<file path="src/rtl/ratio_div_pkg.sv">
package ratio_div_pkg;

  localparam int DIV_W = 16;

  typedef enum logic [1:0] {
    MODE_PLUS1 = 2'd0,
    MODE_RAW   = 2'd1,
    MODE_POW2  = 2'd2,
    MODE_TABLE = 2'd3
  } divMode_e;

  typedef struct packed {
    logic             applyReq;
    logic [DIV_W-1:0] newDiv;
  } ctrlStrobe_t;

  // table entry k: field value and divisor; divisor 0 terminates
  function automatic int tblVal(int k);
    return 2 * k;
  endfunction

  function automatic int tblDiv(int k, int len);
    return (k < len) ? (3 * k + 2) : 0;
  endfunction

endpackage

</file>
<file path="src/rtl/ratio_div_ctrl.sv">
module ratio_div_ctrl
  import ratio_div_pkg::*;
#(
  parameter int FIELD_SHIFT = 4,
  parameter int FIELD_WIDTH = 4,
  parameter int TBL_DEPTH   = 8,
  parameter int TBL_LEN     = 4
) (
  input  logic        clk,
  input  logic        rstN,
  input  logic        regWrEn,
  input  logic [31:0] regWrData,
  output logic [31:0] regRdData,
  input  logic [1:0]  modeSel,
  input  logic        allowZero,
  input  logic        maskedWrite,
  input  logic        periodEnd,
  output ctrlStrobe_t strobe,
  output logic        rateReady,
  output logic        ratioErr
);

  localparam int HALF = 16;

  logic [31:0]            ctrlReg;
  logic                   wrSeen;
  logic                   pending;
  logic [DIV_W-1:0]       pendDiv;
  logic [FIELD_WIDTH-1:0] fieldVal;
  logic [DIV_W-1:0]       decDiv;
  logic                   decOk;
  logic                   tblEnded;
  logic [HALF-1:0]        wrMask;
  divMode_e               mode;

  assign mode     = divMode_e'(modeSel);
  assign wrMask   = regWrData[31:HALF];
  assign fieldVal = ctrlReg[FIELD_SHIFT +: FIELD_WIDTH];

  // register write path
  always_ff @(posedge clk) begin
    if (!rstN) begin
      ctrlReg <= '0;
      wrSeen  <= 1'b0;
    end else begin
      wrSeen <= regWrEn;
      if (regWrEn) begin
        if (maskedWrite)
          ctrlReg[HALF-1:0] <= (ctrlReg[HALF-1:0] & ~wrMask) | (regWrData[HALF-1:0] & wrMask);
        else
          ctrlReg <= regWrData;
      end
    end
  end

  assign regRdData = maskedWrite ? {{HALF{1'b0}}, ctrlReg[HALF-1:0]} : ctrlReg;

  // field decode
  always_comb begin
    decDiv   = DIV_W'(1);
    decOk    = 1'b0;
    tblEnded = 1'b0;
    unique case (mode)
      MODE_PLUS1: begin
        decDiv = DIV_W'(fieldVal) + DIV_W'(1);
        decOk  = 1'b1;
      end
      MODE_RAW: begin
        if (fieldVal == '0) begin
          decDiv = DIV_W'(1);
          decOk  = allowZero;
        end else begin
          decDiv = DIV_W'(fieldVal);
          decOk  = 1'b1;
        end
      end
      MODE_POW2: begin
        if (int'(fieldVal) < DIV_W) begin
          decDiv = DIV_W'(1) << fieldVal;
          decOk  = 1'b1;
        end
      end
      MODE_TABLE: begin
        for (int k = 0; k < TBL_DEPTH; k++) begin
          if (!tblEnded) begin
            if (tblDiv(k, TBL_LEN) == 0) begin
              tblEnded = 1'b1;
            end else if (!decOk && tblVal(k) == int'(fieldVal)) begin
              decDiv = DIV_W'(tblDiv(k, TBL_LEN));
              decOk  = 1'b1;
            end
          end
        end
      end
      default: decOk = 1'b0;
    endcase
  end

  // pending ratio bookkeeping
  always_ff @(posedge clk) begin
    if (!rstN) begin
      pending   <= 1'b0;
      pendDiv   <= DIV_W'(1);
      rateReady <= 1'b1;
      ratioErr  <= 1'b0;
    end else begin
      if (pending && periodEnd) begin
        pending   <= 1'b0;
        rateReady <= 1'b1;
      end
      if (wrSeen) begin
        if (decOk) begin
          pending   <= 1'b1;
          pendDiv   <= decDiv;
          rateReady <= 1'b0;
          ratioErr  <= 1'b0;
        end else begin
          ratioErr  <= 1'b1;
        end
      end
    end
  end

  assign strobe.applyReq = pending;
  assign strobe.newDiv   = pendDiv;

  // ready only drops in response to a captured write
  assert_ready_fall_R8: assert property (@(posedge clk) disable iff (!rstN)
    $fell(rateReady) |-> $past(wrSeen));

  // error flag only rises in response to a captured write
  assert_err_rise_R7: assert property (@(posedge clk) disable iff (!rstN)
    $rose(ratioErr) |-> $past(wrSeen));

  // masked writes leave the upper half-word untouched
  assert_mask_upper_R9: assert property (@(posedge clk) disable iff (!rstN)
    (regWrEn && maskedWrite) |=> $stable(ctrlReg[31:HALF]));

endmodule

</file>
<file path="src/rtl/ratio_div_datapath.sv">
module ratio_div_datapath
  import ratio_div_pkg::*;
(
  input  logic        clk,
  input  logic        rstN,
  input  ctrlStrobe_t strobe,
  output logic        periodEnd,
  output logic        divEn
);

  logic [DIV_W-1:0] cnt;
  logic [DIV_W-1:0] activeDiv;

  assign periodEnd = (cnt == activeDiv - DIV_W'(1));
  assign divEn     = periodEnd;

  always_ff @(posedge clk) begin
    if (!rstN) begin
      cnt       <= '0;
      activeDiv <= DIV_W'(1);
    end else if (periodEnd) begin
      cnt <= '0;
      if (strobe.applyReq)
        activeDiv <= strobe.newDiv;
    end else begin
      cnt <= cnt + DIV_W'(1);
    end
  end

  // divisor changes only at a period boundary
  assert_switch_at_end_R8: assert property (@(posedge clk) disable iff (!rstN)
    !$stable(activeDiv) |-> $past(periodEnd));

  // counter stays inside the running period
  assert_cnt_bound_R8: assert property (@(posedge clk) disable iff (!rstN)
    cnt < activeDiv);

  // a rejected ratio never leaves a zero divisor running
  assert_div_nonzero_R7: assert property (@(posedge clk) disable iff (!rstN)
    activeDiv != '0);

endmodule

</file>
<file path="src/rtl/ratio_clk_divider.sv">
module ratio_clk_divider
  import ratio_div_pkg::*;
#(
  parameter int FIELD_SHIFT = 4,
  parameter int FIELD_WIDTH = 4,
  parameter int TBL_DEPTH   = 8,
  parameter int TBL_LEN     = 4
) (
  input  logic        clk,
  input  logic        rstN,
  input  logic        regWrEn,
  input  logic [31:0] regWrData,
  output logic [31:0] regRdData,
  input  logic [1:0]  modeSel,
  input  logic        allowZero,
  input  logic        maskedWrite,
  output logic        divEn,
  output logic        rateReady,
  output logic        ratioErr
);

  ctrlStrobe_t strobe;
  logic        periodEnd;

  ratio_div_ctrl #(
    .FIELD_SHIFT(FIELD_SHIFT),
    .FIELD_WIDTH(FIELD_WIDTH),
    .TBL_DEPTH  (TBL_DEPTH),
    .TBL_LEN    (TBL_LEN)
  ) u_ctrl (
    .clk        (clk),
    .rstN       (rstN),
    .regWrEn    (regWrEn),
    .regWrData  (regWrData),
    .regRdData  (regRdData),
    .modeSel    (modeSel),
    .allowZero  (allowZero),
    .maskedWrite(maskedWrite),
    .periodEnd  (periodEnd),
    .strobe     (strobe),
    .rateReady  (rateReady),
    .ratioErr   (ratioErr)
  );

  ratio_div_datapath u_dp (
    .clk      (clk),
    .rstN     (rstN),
    .strobe   (strobe),
    .periodEnd(periodEnd),
    .divEn    (divEn)
  );

endmodule

</file>
<file path="config.mk">
export PLATFORM = sky130hd
export DESIGN_NAME = ratio_clk_divider
export DESIGN_NICKNAME = d
export VERILOG_FILES = /design/src/rtl/ratio_div_pkg.sv /design/src/rtl/ratio_div_ctrl.sv /design/src/rtl/ratio_div_datapath.sv /design/src/rtl/ratio_clk_divider.sv
export SDC_FILE = /design/constraint.sdc
export NUM_CORES = 1
export LEC_CHECK = 0
export BUFFER_PORTS_ARGS = -buffer_cell sky130_fd_sc_hd__clkbuf_2
export CORE_UTILIZATION = 55
export DETAILED_ROUTE_END_ITERATION = 6
export PLACE_DENSITY = 0.78
export SYNTH_ARGS = -nofsm -noshare
export SYNTH_HDL_FRONTEND = slang
export SYNTH_HIERARCHICAL = 1
export SYNTH_SLANG_ARGS = --single-unit
export TNS_END_PERCENT = 50
</file>
<file path="constraint.sdc">
create_clock -name clk -period 4.8 [get_ports clk]
set_input_delay 0.24 -clock clk [delete_from_list [all_inputs] [get_ports clk]]
set_output_delay 0.24 -clock clk [all_outputs]
set_load 0.1 [all_outputs]
</file>
======== Yosys cells after proc, flatten, opt, wreduce, memory -nomap -nowiden ========
Cells that the tools add are included.
storage, ports and cells
  flip-flop bits (word level) ............. 84
  bits of input ports ..................... 39
  output and inout bits ................... 35
cells by class
  add/sub/neg operators ................... 3
  eq/ne operators ......................... 7
  shift operators ......................... 1
  multiplexer cells ....................... 24
  bitwise operators ....................... 6
  reduce and logical (&&, ||, !) cells .... 15
operator list
  operator               number
  $pmux 16 s4            1
  $and 16x16->16         2
  $mux 32                1
  $add 16x1->16 const B  1
  $eq 16x16->1           1
  $mux 16                1
  $not 16->16            1
  $or 16x16->16          1
  $shl 1x4->16 const A   1
  $sub 16x1->16 const B  1
  $mux 1                 15
  $mux 4                 3
  $eq 4x4->1 const A     2
  $logic_not 4->1        2
  $reduce_and 2->1       3
  $add 4x1->5 const B    1
  $eq 2x2->1 const B     2
  $eq 3x4->1 const A     1
  $logic_and 1x1->1      4
  $reduce_or 2->1        2
  $logic_not 1->1        3
  $mux 3                 1
  $pmux 1 s3             1
  $eq 2x1->1 const B     1
  3 further kinds        4

======== Longest topological paths before layout ========
Gate-level depths: netlist (run 1).
  depth in word-level cells ............... 17
  mapped depth ............................ 12
  depth with buffers taken out ............ 11

======== Cells and area by module ========
Netlist (run 1), hierarchy kept.
by module, submodules not included
  module              instances  cells each  area each (um^2)
  ratio_div_ctrl      1          274         2426.1
  ratio_div_datapath  1          222         1894.3

======== Least setup slack after synthesis (run 1) ========
No wires, ideal clock.
  path type ............................... reg-to-reg
  start point ............................. register u_dp.activeDiv[0]
  end point ............................... register u_ctrl.pending
  data arrival time ....................... 3656 ps
  data required time ...................... 4684 ps
  path slack .............................. 1028 ps
  cell stages (with the launch flop) ...... 13
  buffers on the path ..................... 1
  clock period less this slack ............ 3772 ps
  cells stage by stage .................... dfxtp_1 inv_1 ha_1 or3b_1 o31a_1 nor4b_1 a311oi_1 nor3_1 nand2_1 nor2_1 buf_4 inv_1 a31o_2
on the way
  longest elaborated chain between the ends .. 6
ends and longest elaborated chain
  what                    RTL line                  RTL
  start, declared         ratio_div_datapath.sv:12  logic [DIV_W-1:0] activeDiv;
  start signal, assigned  ratio_div_datapath.sv:24  activeDiv <= strobe.newDiv;
  $sub 16x1->16 *         ratio_div_datapath.sv:14  assign periodEnd = (cnt == activeDiv - DIV_W'(1));
  $eq 16x16->1 *          ratio_div_datapath.sv:14
  via divEn               ratio_clk_divider.sv:17   output logic divEn,
  $logic_and 1x1->1 *     ratio_div_ctrl.sv:107     if (pending && periodEnd) begin
  $mux 1 *                ratio_div_ctrl.sv:107
  $mux 1                  ratio_div_ctrl.sv:112     if (decOk) begin
  $mux 1 *                ratio_div_ctrl.sv:111     if (wrSeen) begin
  end signal, assigned    ratio_div_ctrl.sv:102     pending <= 1'b0;
  end signal, assigned    ratio_div_ctrl.sv:108     pending <= 1'b0;
  end signal, assigned    ratio_div_ctrl.sv:113     pending <= 1'b1;
  end, declared           ratio_div_ctrl.sv:27      logic pending;
The timed path passes the listed nets; every way through them passes the cells marked *.
A chain may end at the register's enable or synchronous reset.

======== Worst setup path in the final report (run 1) ========
  start point ............................. register u_dp.activeDiv[0]
  end point ............................... output divEn
on the way
  longest elaborated chain between the ends .. 2
ends and longest elaborated chain
  what           RTL line
  $sub 16x1->16  ratio_div_datapath.sv:14
  $eq 16x16->1   ratio_div_datapath.sv:14
  end, declared  ratio_clk_divider.sv:17
Every way passes these cells.

==> results.json, run 1 <==
{
  "yosysWarningCount": 6,
  "power_report.internal_total_mw": 1.08,
  "first_pass_iters": 4,
  "tightestPinTransition_ns": 1.05,
  "clk_path_buf_depth": 2,
  "p_sw_share_pct": 33.0,
  "count_of_flip_flops_with_a_built_in_enable_after_synthesis": 0,
  "hold_end": "u_ctrl/ctrlReg[28]",
  "post_synth_arst_share_pct": 0,
  "worst-r2r-setup-slack_ns": 2.13,
  "crit_fanout": 5,
  "switchingPower_mw": 0.532,
  "dieWidth_um": 90.6,
  "grtUsageMet3_pct": 6.65,
  "highest_utilization_routing_layer_at_the_global_route_stage": "met2",
  "end_kind": "output port",
  "power.share.combinational_pct": 21.6,
  "layout_min_cycle_time_ns": 3.32,
  "criticalPathCategory": "reg2out",
  "drt-wirelength-per-cell_um": 14.0,
  "maxSlewHeadroom_pct": 30.2,
  "place_hpwl_um": 6500,
  "yosys.area.top_type_share_pct": 38.9,
  "rsz0062_at_grt": "false",
  "post_synth_instance_area_um2": 4320,
  "ios": 74,
  "remaining_drc_errors": 0,
  "setup-violations-final": 0,
  "synth_flop_cell": "sky130_fd_sc_hd__dfxtp_1",
  "power.share.sequential_pct": 45.9,
  "synth.area.top_cells": "sky130_fd_sc_hd__dfxtp_1, sky130_fd_sc_hd__mux2i_1, sky130_fd_sc_hd__nand2_1",
  "n_antenna_cell": 0,
  "floorplan.rows": 31,
  "yosysMostFrequentCell": "sky130_fd_sc_hd__dfxtp_1",
  "share_of_final_layout_standard_cells_stronger_than_drive_strength_1_pct": 19.1,
  "cell_at_the_root_of_the_clock_tree": "sky130_fd_sc_hd__clkbuf_8",
  "max_slew_violation_count": 0,
  "drt_iter0_markers": 181,
  "worst_r2r_startpoint": "u_dp/activeDiv[0]",
  "yosysUniqueCellTypes": 68,
  "initial_core_util_pct": 58.3,
  "yosysSeqAreaShare_pct": 38.9,
  "layout-area-overhead-vs-synth_pct": 10.2,
  "clock_insertion_delay_worst_skew_ns": 0.36,
  "cts_buffers": 9,
  "port-buffer-count": 73,
  "power_density_nw_per_um2": 339,
  "grt_pass1_vias": 3388,
  "irDropWorstVdd_uv": 240,
  "finalPower_mw": 1.61,
  "worst_hold_path_type": "in2reg",
  "cts_max_level": 3,
  "cp-start-kind": "flip-flop",
  "synth_nets": 543,
  "critPathRequiredTime_ns": 4.56,
  "max_freq_mhz": 301,
  "coreArea_um2": 7410,
  "cts.sink_count": 84,
  "maxCapViolations": 0,
  "drt-vias-per-instance": 5.53,
  "drtAntennaViolNets": 0,
  "design.die.area_um2": 8210,
  "design.final.nets": 583,
  "p_leak_nw": 2.08,
  "synth_top_cells_by_count": "sky130_fd_sc_hd__dfxtp_1, sky130_fd_sc_hd__nand2_1, sky130_fd_sc_hd__nor2_1",
  "clk_transition_reported_paths_ns": 0.09,
  "tritoncts": "yes",
  "arrival_ns": 3.08,
  "grtUsageMet2_pct": 39.3,
  "grt_start_max_net_pins": 39,
  "postRouteWirelength_um": 8950,
  "cts_hold_buffers": 0,
  "globalplace.congestion": 0.853,
  "gr-total-overflow": 0,
  "hold-worst-slack_ns": 0.0998,
  "worst_hold_path.num_cells": 3,
  "run_status": "finished, final reports clean",
  "ys_seq_elements": 84,
  "min_period_over_period_pct": 69.2,
  "post_cts_buffers": 0,
  "die_height_um": 90.6,
  "cell_type_with_the_largest_total_area_after_synthesis": "sky130_fd_sc_hd__dfxtp_1",
  "reg2reg_to": "u_dp/activeDiv[11]",
  "fin_skew_ns": 0.0121,
  "p_clk_share_pct": 32.5,
  "syn_inst": 496,
  "cts.repair.resized": 0,
  "grt_first_pass_wirelength_um": 15200,
  "setup_tns_ns": 0,
  "grt_use_total_pct": 22.8,
  "worstHoldStart": "regWrData[28]",
  "mean_post_synth_cell_area_um2": 8.71,
  "r2r.worst_path.cells": 7,
  "final_hold_viol_count": 0,
  "antenna_found_initial": 0,
  "detailroute.via_count": 3531,
  "grtUsageMet1_pct": 27.3
}
## logic make-up after synthesis
logic type / Yosys count / synth area share (%)
DFF: 84 / 38.9
buffers and inverters: 56 / 6.95
xor gates and xnor gates: 33 / 6.69
muxes: 35 / 8.22
adders and majority gates: 8 / 2.32
AOI/OAI and AO/OA: 83 / 13.9
and+or+nand+nor: 197 / 23.0
## final cells by class
type	instances	area (µm²)
fill	634	2650
multi-input combinational	356	2340
sequential	84	1680
timing repair buffer	73	365
clock buffer	11	151
tap	99	124
clock inverter	4	56.3
inverter	12	45.0
## worst max path at each step
| stage | start | endpoint | cells past startpoint |
|---|---|---|---|
| after floorplan | u_dp/activeDiv[0] | u_ctrl/pending | 12 |
| after global placement | u_dp/activeDiv[0] | divEn | 10 |
| after detailed placement | u_dp/activeDiv[0] | divEn | 10 |
| after CTS | u_dp/activeDiv[0] | divEn | 10 |
| after global routing | u_dp/activeDiv[0] | divEn | 10 |
| final | u_dp/activeDiv[0] | divEn | 10 |
## placed cells by master (no fill, tap or decap), drive strengths merged, types with 3 or more instances in the layout
master  instances
nand3          12
o21ai          19
nor2b          23
a32o            9
nor4            6
a21oi          20
nand4           3
nand2          74
dfxtp          84
a22o            6
xor2           16
nor4b           3
mux2i          34
nor2           48
and3            4
inv            13
or3             3
nor3            7
ha              8
clkbuf         84
xnor2          17
## critical path, cell delays in order (launching register included)
cell and delay (ns):
sky130_fd_sc_hd__dfxtp_1 0.35, sky130_fd_sc_hd__inv_1 0.07, sky130_fd_sc_hd__ha_1 0.23, sky130_fd_sc_hd__or3b_1 0.45, sky130_fd_sc_hd__nor2_1 0.23, sky130_fd_sc_hd__nor4bb_1 0.36
sky130_fd_sc_hd__a311oi_1 0.10, sky130_fd_sc_hd__nor3_1 0.20, sky130_fd_sc_hd__nand2_1 0.07, sky130_fd_sc_hd__nor2_1 0.18, sky130_fd_sc_hd__clkbuf_2 0.49
## power by group through the flow
stage               clock network [mW]  logic (mW)  registers [mW]
floorplan                            0       0.304           0.758
finish                           0.525       0.348           0.740
global placement                     0       0.346           0.754
CTS                              0.539       0.351           0.739
detailed placement                   0       0.349           0.756
global route                     0.569       0.372           0.743
## metrics by stage
step	utilization (%)	worst slack, ns	std cells	area [µm²]
after detailed placement	61.5	1.86	624	4550
final	64.3	1.48	639	4760
after global routing	64.3	1.18	639	4760
after CTS	64.3	1.44	639	4760
after floorplan	-	1.03	496	4320
after global placement	61.5	1.96	624	4550
## layer usage
metal	wire length, µm	up-vias
met5	0	-
met4	87	0
met3	552	8
met2	4310	97
met1	4000	1646
li1	-	1780
Note: power is estimated with default switching activity, not from simulation.
==> run 2: changes to the inputs <==
clock period = 3.35 ns   (was 4.8 ns; I/O delays follow)
==> results.json, run 2 (synthesized netlist as in run 1, its figures left out) <==
{
  "placedCellCount": 626,
  "arrival_ns": 2.85,
  "fin_skew_ns": 0.0164,
  "setup_tns_ns": 0,
  "initial_core_util_pct": 58.3,
  "finish.cell_count_without_fillers": 642,
  "gr-total-overflow": 0,
  "remaining_drc_errors": 0,
  "mostFrequentLayoutCells": "sky130_fd_sc_hd__dfxtp_1, sky130_fd_sc_hd__nand2_1, sky130_fd_sc_hd__clkbuf_2",
  "cts_buffers": 9,
  "first_pass_iters": 4,
  "drt-wirelength-per-cell_um": 14.1,
  "tightestPinTransition_ns": 1.12,
  "clk_transition_reported_paths_ns": 0.10,
  "grt_start_max_net_pins": 38,
  "n_antenna_cell": 0,
  "drtAntennaViolNets": 0,
  "final_hold_viol_count": 0,
  "pre_cts_ws_ns": 0.543,
  "die_height_um": 90.6,
  "grt_pass1_vias": 3496,
  "layout_min_cycle_time_ns": 3.02,
  "clock_insertion_delay_worst_skew_ns": 0.36,
  "crit_fanout": 5,
  "rsz0062_at_grt": "false",
  "max_freq_mhz": 331,
  "design.die.area_um2": 8210,
  "cts_max_level": 3,
  "min_period_over_period_pct": 90.1,
  "run_status": "finished, final reports clean",
  "end_kind": "output port",
  "post_cts_buffers": 0,
  "cts.sink_count": 84,
  "antenna_found_initial": 0,
  "clk_path_buf_depth": 2,
  "ios": 74,
  "max_slew_violation_count": 0,
  "cts.repair.resized": 0,
  "drt_iter0_markers": 176,
  "worst_hold_path_type": "in2reg",
  "grt_first_pass_wirelength_um": 15600,
  "floorplan.rows": 31,
  "place_hpwl_um": 6600,
  "maxSlewHeadroom_pct": 25.1,
  "globalplace.congestion": 0.863,
  "finalPower_mw": 2.35,
  "post-route-worst-setup-slack_ns": 0.330,
  "dieWidth_um": 90.6,
  "criticalPathCategory": "reg2out",
  "irDropWorstVdd_uv": 296,
  "drt-vias-per-instance": 5.62,
  "setup-violations-final": 0,
  "maxCapViolations": 0,
  "tritoncts": "yes",
  "postRouteWirelength_um": 9080,
  "critPathRequiredTime_ns": 3.18,
  "share_of_final_layout_standard_cells_stronger_than_drive_strength_1_pct": 19.7,
  "hold-worst-slack_ns": 0.0246,
  "layout-area-overhead-vs-synth_pct": 10.9,
  "cts_hold_buffers": 0,
  "port-buffer-count": 73,
  "cell_at_the_root_of_the_clock_tree": "sky130_fd_sc_hd__clkbuf_8",
  "cp-start-kind": "flip-flop",
  "detailroute.via_count": 3611,
  "coreArea_um2": 7410,
  "grt_use_total_pct": 23.2,
  "p_leak_nw": 2.09,
  "layout_commonest_cell": "sky130_fd_sc_hd__dfxtp_1",
  "power_density_nw_per_um2": 490,
  "design.final.nets": 585
}
==> run 2: power by group <==
group / total, mW / switching [mW] / leakage, nW / internal, mW
combinational: 0.518 / 0.375 / 1.30 / 0.144
clock: 0.770 / 0.390 / 0.110 / 0.380
sequential: 1.06 / 0.0282 / 0.683 / 1.03
==> run 2: worst paths after layout <==
path / end / startpoint / cells after the start / slack [ns]
min: u_ctrl/ctrlReg[20] / regWrData[20] / 3 / 0.02
max reg2reg: u_dp/activeDiv[12] / u_dp/activeDiv[0] / 9 / 0.57
min reg2reg: u_ctrl/ctrlReg[29] / u_ctrl/ctrlReg[29] / 2 / 0.45
max: divEn / u_dp/activeDiv[0] / 10 / 0.33
==> run 2: critical path, stage by stage (launching register included) <==
cell                       delay, ns
sky130_fd_sc_hd__dfxtp_1        0.36
sky130_fd_sc_hd__inv_1          0.07
sky130_fd_sc_hd__ha_1           0.23
sky130_fd_sc_hd__or3b_1         0.45
sky130_fd_sc_hd__o31a_1         0.28
sky130_fd_sc_hd__nor4b_1        0.29
sky130_fd_sc_hd__a311oi_1       0.11
sky130_fd_sc_hd__nor3_1         0.21
sky130_fd_sc_hd__nand2_1        0.10
sky130_fd_sc_hd__nor2_2         0.16
sky130_fd_sc_hd__buf_6          0.25
==> run 2: metrics by stage <==
step | area (µm²) | util, %
2_1_floorplan | 4320 | -
3_3_place_gp | 4570 | 61.7
3_5_place_dp | 4570 | 61.7
4_1_cts | 4790 | 64.6
5_1_grt | 4790 | 64.7
6_report | 4790 | 64.7
==> run 2: final cells by class <==
class	instances	area (µm²)
Multi-Input combinational cell	356	2340
Timing Repair Buffer	75	387
Tap cell	99	124
Inverter	12	45.0
Clock buffer	10	138
Clock inverter	6	76.3
Fill cell	631	2620
Sequential cell	84	1680
==> run 2: layer usage <==
metal,vias to the layer above,track usage [%],wire [µm]
met5,-,0,0
met1,1691,27.7,3910
li1,1781,-,-
met2,121,39.0,4420
met4,0,9.41,140
met3,18,6.48,614
==> run 3: changes to the inputs <==
BUFFER_PORTS_ARGS = -buffer_cell sky130_fd_sc_hd__buf_2   (was -buffer_cell sky130_fd_sc_hd__clkbuf_2)
==> results.json, run 3 (synthesized netlist as in run 1, its figures left out) <==
{
  "run_status": "finished, final reports clean",
  "criticalPathCategory": "reg2out",
  "critical_path.n_buffers_inverters": 2,
  "end_kind": "output port",
  "cp_slowest_stage_delay_ns": 0.45,
  "maxCapViolations": 0,
  "grt_first_pass_wirelength_um": 15700,
  "final_hold_viol_count": 0,
  "final.fill_count": 631,
  "remaining_drc_errors": 0,
  "grt_pass1_vias": 3425,
  "grt_use_total_pct": 23.4,
  "clk_transition_reported_paths_ns": 0.09,
  "worst_hold_path.num_cells": 3,
  "placedCellCount": 626,
  "tightestPinTransition_ns": 1.18,
  "crit_fanout": 5,
  "mostFrequentLayoutCells": "sky130_fd_sc_hd__dfxtp_1, sky130_fd_sc_hd__nand2_1, sky130_fd_sc_hd__buf_2",
  "irDropWorstVdd_uv": 266,
  "place_hpwl_um": 6540,
  "cts_max_level": 3,
  "port-buffer-count": 73,
  "dieWidth_um": 90.6,
  "coreArea_um2": 7410,
  "p_sw_share_pct": 33.3,
  "setup-violations-final": 0,
  "globalplace.congestion": 0.896,
  "layout-area-overhead-vs-synth_pct": 10.5,
  "cts_buffers": 9,
  "ios": 74,
  "cp-start-kind": "flip-flop",
  "design.die.area_um2": 8210,
  "maxSlewHeadroom_pct": 21.0,
  "initial_core_util_pct": 58.3,
  "worst-r2r-setup-slack_ns": 0.66,
  "clock_insertion_delay_worst_skew_ns": 0.35,
  "antenna_found_initial": 0,
  "worst_path_cell_chain": "inv_1 -> ha_1 -> or3b_1 -> nor2_1 -> nor4bb_1 -> a311oi_1 -> nor3_1 -> nand2_1 -> nor2_2 -> clkbuf_4",
  "finish.cell_count_without_fillers": 642,
  "drt-vias-per-instance": 5.55,
  "power_report.internal_total_mw": 1.53,
  "reg2reg_to": "u_dp/activeDiv[0]",
  "finalPower_mw": 2.30,
  "drt-wirelength-per-cell_um": 14.2,
  "worst_hold_path_type": "in2reg",
  "p_clk_share_pct": 31.8,
  "grt_start_max_net_pins": 38,
  "cts.repair.resized": 0,
  "min_period_over_period_pct": 91.3,
  "layout_min_cycle_time_ns": 3.06,
  "cp_slowest_cell": "sky130_fd_sc_hd__or3b_1",
  "share_of_final_layout_standard_cells_stronger_than_drive_strength_1_pct": 19.5,
  "max_slew_violation_count": 0,
  "clk_path_buf_depth": 2,
  "critPathRequiredTime_ns": 3.18,
  "cts_hold_buffers": 0,
  "power_density_nw_per_um2": 482,
  "detailroute.via_count": 3560,
  "first_pass_iters": 4,
  "design.final.nets": 585,
  "fin_skew_ns": 0.00851,
  "n_antenna_cell": 0,
  "setup_tns_ns": 0,
  "drtAntennaViolNets": 0,
  "power.share.sequential_pct": 46.0,
  "r2r.worst_path.cells": 9,
  "cell_at_the_root_of_the_clock_tree": "sky130_fd_sc_hd__clkbuf_8",
  "tritoncts": "yes",
  "drt_iter0_markers": 166,
  "floorplan.rows": 31,
  "gr-total-overflow": 0,
  "layout_commonest_cell": "sky130_fd_sc_hd__dfxtp_1",
  "switchingPower_mw": 0.766,
  "p_leak_nw": 2.09,
  "rsz0062_at_grt": "false",
  "die_height_um": 90.6,
  "dpl_cell_area_um2": 4570,
  "final_area_um2": 4770,
  "cts.sink_count": 84,
  "critical_path_depth": 10,
  "max_freq_mhz": 327,
  "arrival_ns": 2.89,
  "post_cts_buffers": 0,
  "worstHoldStart": "regWrData[4]",
  "postRouteWirelength_um": 9140,
  "worst_r2r_startpoint": "u_dp/activeDiv[0]",
  "worst_path_top_cell_family_by_delay": "simple AND/OR/NAND/NOR gates",
  "power.share.combinational_pct": 22.1
}
==> run 3: changes by cell type in the layout (fill, tap and decap cells not counted), moves of 2 or more <==
cell,before,now
sky130_fd_sc_hd__buf_2,0,72
sky130_fd_sc_hd__clkbuf_2,72,0
sky130_fd_sc_hd__clkinvlp_4,0,2
sky130_fd_sc_hd__inv_6,3,1
==> run 3: layer usage <==
| metal | routed length [µm] | part of all wire [%] | global-route usage, % |
|---|---|---|---|
| met5 | 0 | 0 | 0 |
| met3 | 507 | 5.5 | 4.88 |
| met2 | 4290 | 47 | 39.0 |
| met4 | 155 | 1.7 | 9.54 |
| met1 | 4190 | 46 | 29.3 |
==> run 3: how the worst max path moves through the flow <==
stage                 startpoint              to  slack, ns
2_1_floorplan  u_dp/activeDiv[0]  u_ctrl/pending       0.09
3_3_place_gp   u_dp/activeDiv[0]           divEn       0.67
3_5_place_dp   u_dp/activeDiv[0]           divEn       0.60
4_1_cts        u_dp/activeDiv[0]           divEn       0.19
5_1_grt        u_dp/activeDiv[0]           divEn       0.04
6_report       u_dp/activeDiv[0]           divEn       0.29
==> run 3: worst min-delay path, cell delays in order <==
cell and delay [ns]:
sky130_fd_sc_hd__buf_2 0.08, sky130_fd_sc_hd__mux2i_1 0.05, sky130_fd_sc_hd__nor2_1 0.07
==> run 3: area by class of cell <==
cell class	instances	area (µm²)	share of cell area, %
multi-input combinational	356	2340	49.0
clock buffer	11	141	2.96
timing repair buffer	75	383	8.02
sequential	84	1680	35.2
inverter	12	45.0	0.943
tap	99	124	2.59
clock inverter	5	58.8	1.23
==> run 3: per-stage QoR <==
stage / util, % / hold slack, ns / setup WS, ns
global placement: 61.7 / 0.398 / 0.671
floorplan: - / 0.239 / 0.0890
detailed placement: 61.7 / 0.411 / 0.600
finish: 64.4 / 0.0440 / 0.291
global route: 64.4 / 0.0445 / 0.0393
CTS: 64.4 / 0.0320 / 0.192
==> run 3: power by group through the flow <==
stage	sequential [mW]	clock, mW	combinational [mW]
after floorplan	1.09	0	0.438
after global placement	1.08	0	0.498
after detailed placement	1.08	0	0.504
after CTS	1.06	0.746	0.506
after global routing	1.06	0.793	0.543
final	1.06	0.732	0.509
